`config.mk`:
```
export PLATFORM = sky130hd
export DESIGN_NAME = ones3_zeros_even_detector
export DESIGN_NICKNAME = d
export VERILOG_FILES = /design/src/rtl/ones3_zeros_even_pkg.sv /design/src/rtl/ones_residue_tracker.sv /design/src/rtl/zeros_class_tracker.sv /design/src/rtl/ones3_zeros_even_detector.sv
export SDC_FILE = /design/constraint.sdc
export NUM_CORES = 1
export LEC_CHECK = 0
export ABC_AREA = 1
export CAP_MARGIN = 10
export CORE_AREA = 2 2 39 41
export CTS_BUF_LIST = sky130_fd_sc_hd__clkbuf_8
export DETAILED_ROUTE_END_ITERATION = 8
export DIE_AREA = 0 0 41 43
export GPL_TIMING_DRIVEN = 0
export HOLD_SLACK_MARGIN = 0.03
export PLACE_DENSITY = 0.44
export SLEW_MARGIN = 20
export SYNTH_ARGS = -nofsm -noshare
export SYNTH_HDL_FRONTEND = slang
export SYNTH_HIERARCHICAL = 1
export SYNTH_SLANG_ARGS = --single-unit
```
`constraint.sdc`:
```
create_clock -name clk -period 0.9 [get_ports clk]
set_input_delay 0.18 -clock clk [delete_from_list [all_inputs] [get_ports clk]]
set_output_delay 0.18 -clock clk [all_outputs]
set_load 0.005 [all_outputs]
```
`src/rtl/ones3_zeros_even_pkg.sv`:
```
package ones3_zeros_even_pkg;
    typedef enum logic [1:0] {
        ZC_NONE = 2'b00,
        ZC_ODD  = 2'b01,
        ZC_EVEN = 2'b10,
        ZC_BAD  = 2'b11
    } zcls_e;
endpackage

```
`src/rtl/ones_residue_tracker.sv`:
```
module ones_residue_tracker #(
    parameter int MOD = 3,
    parameter int CW  = (MOD > 2) ? $clog2(MOD) : 1
) (
    input  logic          clk,
    input  logic          rst,
    input  logic          valid,
    input  logic          din,
    output logic [CW-1:0] res_o,
    output logic          hit_now,
    output logic          hit_next
);
    localparam logic [CW-1:0] LAST = CW'(MOD - 1);

    typedef struct packed {
        logic [CW-1:0] res;
    } ost_t;

    ost_t st_d, st_q;

    always_comb begin
        st_d = st_q;
        if (valid && din) begin
            if (st_q.res == LAST) st_d.res = '0;
            else                  st_d.res = st_q.res + 1'b1;
        end
    end

    always_ff @(posedge clk) begin
        if (rst) st_q <= '0;
        else     st_q <= st_d;
    end

    assign res_o    = st_q.res;
    assign hit_now  = (st_q.res == '0);
    assign hit_next = (st_d.res == '0);


    ones_wrap_chk: assert property (@(posedge clk) disable iff (rst)
        (valid && din && st_q.res == LAST) |=> (st_q.res == '0));

    ones_step_chk: assert property (@(posedge clk) disable iff (rst)
        (valid && din && st_q.res != LAST) |=> (st_q.res == CW'($past(st_q.res) + 1'b1)));

    ones_hold_chk: assert property (@(posedge clk) disable iff (rst)
        !(valid && din) |=> $stable(st_q.res));
endmodule

```
`src/rtl/zeros_class_tracker.sv`:
```
module zeros_class_tracker
    import ones3_zeros_even_pkg::*;
(
    input  logic  clk,
    input  logic  rst,
    input  logic  valid,
    input  logic  din,
    output zcls_e cls_o,
    output logic  hit_now,
    output logic  hit_next
);
    typedef struct packed {
        zcls_e cls;
    } zst_t;

    zst_t st_d, st_q;

    always_comb begin
        st_d = st_q;
        if (st_q.cls == ZC_BAD) begin
            st_d.cls = ZC_NONE;
        end else if (valid && !din) begin
            case (st_q.cls)
                ZC_NONE: st_d.cls = ZC_ODD;
                ZC_ODD:  st_d.cls = ZC_EVEN;
                ZC_EVEN: st_d.cls = ZC_ODD;
                default: st_d.cls = ZC_NONE;
            endcase
        end
    end

    always_ff @(posedge clk) begin
        if (rst) st_q.cls <= ZC_NONE;
        else     st_q     <= st_d;
    end

    assign cls_o    = st_q.cls;
    assign hit_now  = (st_q.cls == ZC_EVEN);
    assign hit_next = (st_d.cls == ZC_EVEN);


    zeros_legal_chk: assert property (@(posedge clk) disable iff (rst)
        st_q.cls != ZC_BAD);

    zeros_first_chk: assert property (@(posedge clk) disable iff (rst)
        (valid && !din && st_q.cls == ZC_NONE) |=> (st_q.cls == ZC_ODD));

    zeros_flip_chk: assert property (@(posedge clk) disable iff (rst)
        (valid && !din && st_q.cls == ZC_EVEN) |=> (st_q.cls == ZC_ODD));

    zeros_hold_chk: assert property (@(posedge clk) disable iff (rst)
        !(valid && !din) |=> $stable(st_q.cls));
endmodule

```
`src/rtl/ones3_zeros_even_detector.sv`:
```
module ones3_zeros_even_detector
    import ones3_zeros_even_pkg::*;
#(
    parameter int ONES_MOD = 3,
    localparam int OW      = (ONES_MOD > 2) ? $clog2(ONES_MOD) : 1
) (
    input  logic        clk,
    input  logic        rst,
    input  logic        valid_in,
    input  logic        x_in,
    output logic        moore_out,
    output logic        mealy_out,
    output logic [OW+1:0] state_dbg
);
    logic [OW-1:0] ones_res;
    logic          ones_now, ones_next;
    zcls_e         zeros_cls;
    logic          zeros_now, zeros_next;

    ones_residue_tracker #(.MOD(ONES_MOD), .CW(OW)) u_ones (
        .clk      (clk),
        .rst      (rst),
        .valid    (valid_in),
        .din      (x_in),
        .res_o    (ones_res),
        .hit_now  (ones_now),
        .hit_next (ones_next)
    );

    zeros_class_tracker u_zeros (
        .clk      (clk),
        .rst      (rst),
        .valid    (valid_in),
        .din      (x_in),
        .cls_o    (zeros_cls),
        .hit_now  (zeros_now),
        .hit_next (zeros_next)
    );

    assign moore_out = ones_now & zeros_now;
    assign mealy_out = ones_next & zeros_next;
    assign state_dbg = {ones_res, zeros_cls};


    moore_lag_chk: assert property (@(posedge clk) disable iff (rst)
        1'b1 |=> (moore_out == $past(mealy_out)));

    idle_match_chk: assert property (@(posedge clk) disable iff (rst)
        !valid_in |-> (mealy_out == moore_out));

    moore_even_chk: assert property (@(posedge clk) disable iff (rst)
        moore_out |-> (zeros_cls == ZC_EVEN && ones_res == '0));

    none_reject_chk: assert property (@(posedge clk) disable iff (rst)
        (zeros_cls == ZC_NONE) |-> (!mealy_out && !moore_out));
endmodule

```
**Word-level counts from Yosys, hierarchy flattened**

Index checks and enable logic that the tools add are counted.

- Add/subtract/negate cells: 1
- Mux-type cells: 5
- Eq/ne operators: 5
- Bitwise gates (word level): 2
- Reduce and logical (&&, ||, !) cells: 7

Operator list:

| kind | number |
|---|---|
| $eq 2x2->1 const B | 4 |
| $mux 2 | 4 |
| $logic_not 2->1 | 3 |
| $pmux 2 s2 | 1 |
| $add 2x1->2 const B | 1 |
| $and 1x1->1 | 2 |
| $eq 2x1->1 const B | 1 |
| $logic_and 1x1->1 | 2 |
| $reduce_or 2->1 | 1 |
| $logic_not 1->1 | 1 |

- Input port bits: 4
- Register bits after elaboration: 4
- Output and inout bits: 6

**Longest topological paths before layout**

- Depth after elaboration: 7
- Mapped depth: 7
- Depth with buffers taken out: 7

**Cells and area by module**

Netlist, hierarchy kept.

Modules (own cells, without submodules):

| module | area an instance (sq um) | instances | cells an instance | sequential area each (sq um) |
|---|---|---|---|---|
| ones_residue_tracker | 123.9 | 1 | 21 | 40.0 |
| zeros_class_tracker | 121.4 | 1 | 22 | 40.0 |
| ones3_zeros_even_detector | 15.0 | 1 | 4 | 0.0 |

**Worst setup path before layout**

OpenSTA, ideal clock, no wires.

- Path type: reg-to-output
- Start point: register u_ones.st_q, in the netlist u_ones/res_o[1]
- End point: output mealy_out
- Slack: -0.035 ns
- Data required time: 0.720 ns
- Buffers on the path: 0
- Stages on the path, launching flop included: 7
- Arrival: 0.755 ns
- Cell sequence: dfxtp_1 > nor2_2 > nand2_2 > nand2_1 > nor2_1 > nand2_1 > inv_1

- Word-level cells in the longest chain between the ends: 5

Ends and longest elaborated chain:

| element | RTL line | RTL |
|---|---|---|
| from (decl) | ones_residue_tracker.sv:19 | `ost_t st_d, st_q;` |
| from (signal assigned) | ones_residue_tracker.sv:31 | `else st_q <= st_d;` |
| $add 2x1->2 / $eq 2x2->1 (equally long branches) | ones_residue_tracker.sv:25, ones_residue_tracker.sv:24 |  |
| $mux 2 | ones_residue_tracker.sv:24 | `if (st_q.res == LAST) st_d.res = '0;` |
| $mux 2 * | ones_residue_tracker.sv:23 | `if (valid && din) begin` |
| $logic_not 2->1 * | ones_residue_tracker.sv:36 | `assign hit_next = (st_d.res == '0);` |
| via ones_next | ones3_zeros_even_detector.sv:16 | `logic ones_now, ones_next;` |
| $and 1x1->1 * | ones3_zeros_even_detector.sv:41 | `assign mealy_out = ones_next & zeros_next;` |
| to (decl) | ones3_zeros_even_detector.sv:12 | `output logic mealy_out,` |

The timed path passes the listed nets; every way through them passes the cells marked *.

**Final worst setup path**

- Start point: register u_ones.st_q, in the netlist u_ones/res_o[0]
- End point: output moore_out

- Word-level cells in the longest chain between the ends: 2

Ends and longest elaborated chain:

| element | RTL line | RTL |
|---|---|---|
| $logic_not 2->1 | ones_residue_tracker.sv:35 | `assign hit_now = (st_q.res == '0);` |
| via ones_now | ones3_zeros_even_detector.sv:16 |  |
| $and 1x1->1 | ones3_zeros_even_detector.sv:40 | `assign moore_out = ones_now & zeros_now;` |
| to (decl) | ones3_zeros_even_detector.sv:11 | `output logic moore_out,` |

The timed path passes the listed nets, and every way through them passes these cells.

==> summary.md <==
| Metric | Value |
|---|---|
| CP required | 720 ps |
| VDD IR-drop max | 0.685 mV |
| Residual DRC | 0 |
| Root Driver | clkbuf_8 |
| Longest Clk Path Bufs | 2 |
| Die footprint | between 1500 and 2000 sq um |
| Non-filler instance count after layout | 86 |
| Final total power | roughly 0.77 mW |
| Core Rows | 14 |
| Most numerous cell in the Yosys netlist | nand2_1 |
| Num CTS Buffers | 3 |
| CTS clk-pin slew, worst paths | roughly 30 ps |
| Pre-CTS WS | -953 ps |
| Fin crit period | 1220 ps |
| Slew headroom | 87.6% |
| Initial Utilization | around a fifth |
| Antenna Cells | 0 |
| Setup violators final | 7 |
| Cell count after synthesis | 47 |
| GRT Util Overall | 9.04% |
| Tcrit/Tclk final | 136% |
| First-pass GRT wire length | approximately 1.0 mm |
| Area of the mapped netlist | roughly 260 sq um |
| Fill cell count | 160 |
| Cell accounting for the most synthesized area | dfxtp_1 |
| Failing checks | setup timing |
| RSZ-0062 raised after global routing | true |
| Part of the power in registers | between 20% and 30% |
| Cell Pwr Density | 1460 nW/um^2 |
| Core Region | 1380 sq um |
| Initial drt markers | 9 |
| Commonest cells in the netlist | nand2_1, inv_1, nor2_1 |
| Worst slew pin tran | around 190 ps |
| CP max stage cell | dfxtp_4 |
| Max incr delay on CP | 350 ps |
| IO Count | 10 |
| Vias after detailed routing | 320 |
| Switching Power | ~0.18 mW |
| Synthesized area per cell | around 5.5 sq um |
| MaxCap Viol Count | 0 |
| Synth top area cells | dfxtp_1, nand2_1, inv_1 |
| Final Worst Setup Slack | -321 ps |
| H-tree depth | 1 |
| Final nets | between 70 and 80 |
| Max-slew violation count | 0 |
| Net Sw Frac | 23.1% |
| Placed Cells | ~70 |
| Die Y | 43 microns |
| Worst hold-check path type | primary input to register |
| Clock sinks | 4 |
| Layout cells sized above 1 | around 50% |
| Routability congestion estimate | roughly 0.69 |
| EDFF count, synth | 0 |
| Critical path arrival | roughly 1000 ps |
| Synth warn | 6 |
| Synth cell types | 8 |
| Synthesized flop and latch total | 4 |
| Antenna violations before repair | 0 |
| Pleak | approximately 0.31 nW |
| Clock Latency Late Sink | 210 ps |
| Drt pass-1 iters | 4 |
| Pint | 0.593 mW |
| TritonCTS clock tree | built |
| Comb power frac | approximately 26% |
| WL final | 661 microns |
| Ys async rst share | 0% |
| Post-synth top area share | a little under a third |
| CP endpoint kind | primary output |
| Fmax | 819 MHz |
| Grt total ovfl | 0 |
| Type of origin of the critical path | register |
| Clk_skew | 0.0413 ps |
| Main synth FF type | dfxtp_1 |
| I/O Buffers | 9 |
| Status | complete, but fails checks |
| Chip width | around 41 microns |
| Pin count of the biggest net entering global routing | 5 |
| Post-route ant nets | 0 |
| Post-synthesis sequential area ratio | slightly above 30% |
| Crit Path Class | register to primary output |
| Clock share of power | around 48% |
| Crit-path cells | nor2_4, buf_4, buf_6, nand2_2, inv_1, buf_2 |
| Drt via density | roughly 3.7 |
| Crit path max fanout | 4 |
| WL/cell | around 7.7 microns |
| Syn_nets | 51 |
| Final hold viol count | 0 |
| Synthesis-to-finish area growth | 103% |
| Via count of the first global-routing pass | between 200 and 300 |
| Final HPWL DP | between 400 and 500 microns |
-- sequential cells by signal, indices dropped and copies added, names as in the netlist --
name and flops:
u_ones/res_o 2, u_zeros/cls_o 2
-- power by group through the flow --
stage	Sequential (mW)	Clock, mW	Combinational [mW]
after floorplan	0.207	0	0.0660
after global placement	0.207	0	0.131
after detailed placement	0.207	0	0.130
after CTS	0.205	0.378	0.181
after global routing	0.207	0.376	0.226
final	0.205	0.367	0.199
-- placed cells by master (no fill, tap or decap), drive strengths merged --
master	n
clkbuf	4
inv	13
nor2	7
buf	17
clkdlybuf4s15	1
clkdlybuf4s50	1
nand2	21
dfxtp	4
a21oi	1
nand3	1
-- metal layers --
layer | vias up | part of all wire, % | wire length [microns] | GRT usage, %
met2 | 7 | 53 | 351 | 14.7
met1 | 134 | 43 | 282 | 9.00
met4 | 0 | 0 | 0 | 8.00
met3 | 0 | 4.1 | 27 | 1.57
met5 | - | 0 | 0 | 0
li1 | 179 | - | - | -
-- area by class of cell --
class,instances,area [sq um],area share [%]
clock buffers,3,41.3,7.80
inverters,13,48.8,9.22
multi-input cells,30,144,27.2
flip-flops and latches,4,90.1,17.0
well taps,16,20.0,3.78
repair buffers,20,185,35.0
-- logic make-up after synthesis --
logic type | after synthesis | share of synthesized area (%)
AO/OA/AOI/OAI | 1 | 3.37
AND/OR/NAND/NOR | 29 | 47.1
buffers and inverters | 13 | 18.8
flip-flops | 4 | 30.8
-- repair_timing --
item / in CTS / in global routing
setup buffers: 10 / 4
resized for setup: 39 / 12
pin swaps: 7 / 3
endpoints found under the hold margin: 0 / 0
setup endpoints to repair: 9 / 7
hold buffers: 0 / 0
-- through the flow --
stage | setup TNS [ps] | cell area [sq um] | utilization (%) | hold slack (ps)
finish | -1110 | 529 | 38.2 | 300
global route | -1370 | 529 | 38.2 | 333
CTS | -962 | 500 | 36.2 | 430
detailed placement | -2810 | 373 | 26.9 | 529
global placement | -2830 | 373 | 26.9 | 526
floorplan | 0 | 263 | - | 235
-- critical path: cells and delay by family (launching register included) --
kind                   cells  cell delay [ps]
DFF                        1              350
and+or+nand+nor            2              150
buffers and inverters      4              330
-- path summary, 6_finish.rpt --
check                                           startpoint                          end  cells past startpoint  slack (ps)
worst max-delay path            u_ones/res_o[0]$_SDFF_PP0_                    moore_out                      6        -320
worst min-delay path                              valid_in  u_zeros/cls_o[0]$_SDFF_PP0_                      4         300
worst max register to register  u_ones/res_o[0]$_SDFF_PP0_   u_ones/res_o[1]$_SDFF_PP0_                      7         -80
worst min register to register  u_ones/res_o[0]$_SDFF_PP0_   u_ones/res_o[0]$_SDFF_PP0_                      2         520
No activity file was read; power rests on OpenSTA's default activity.
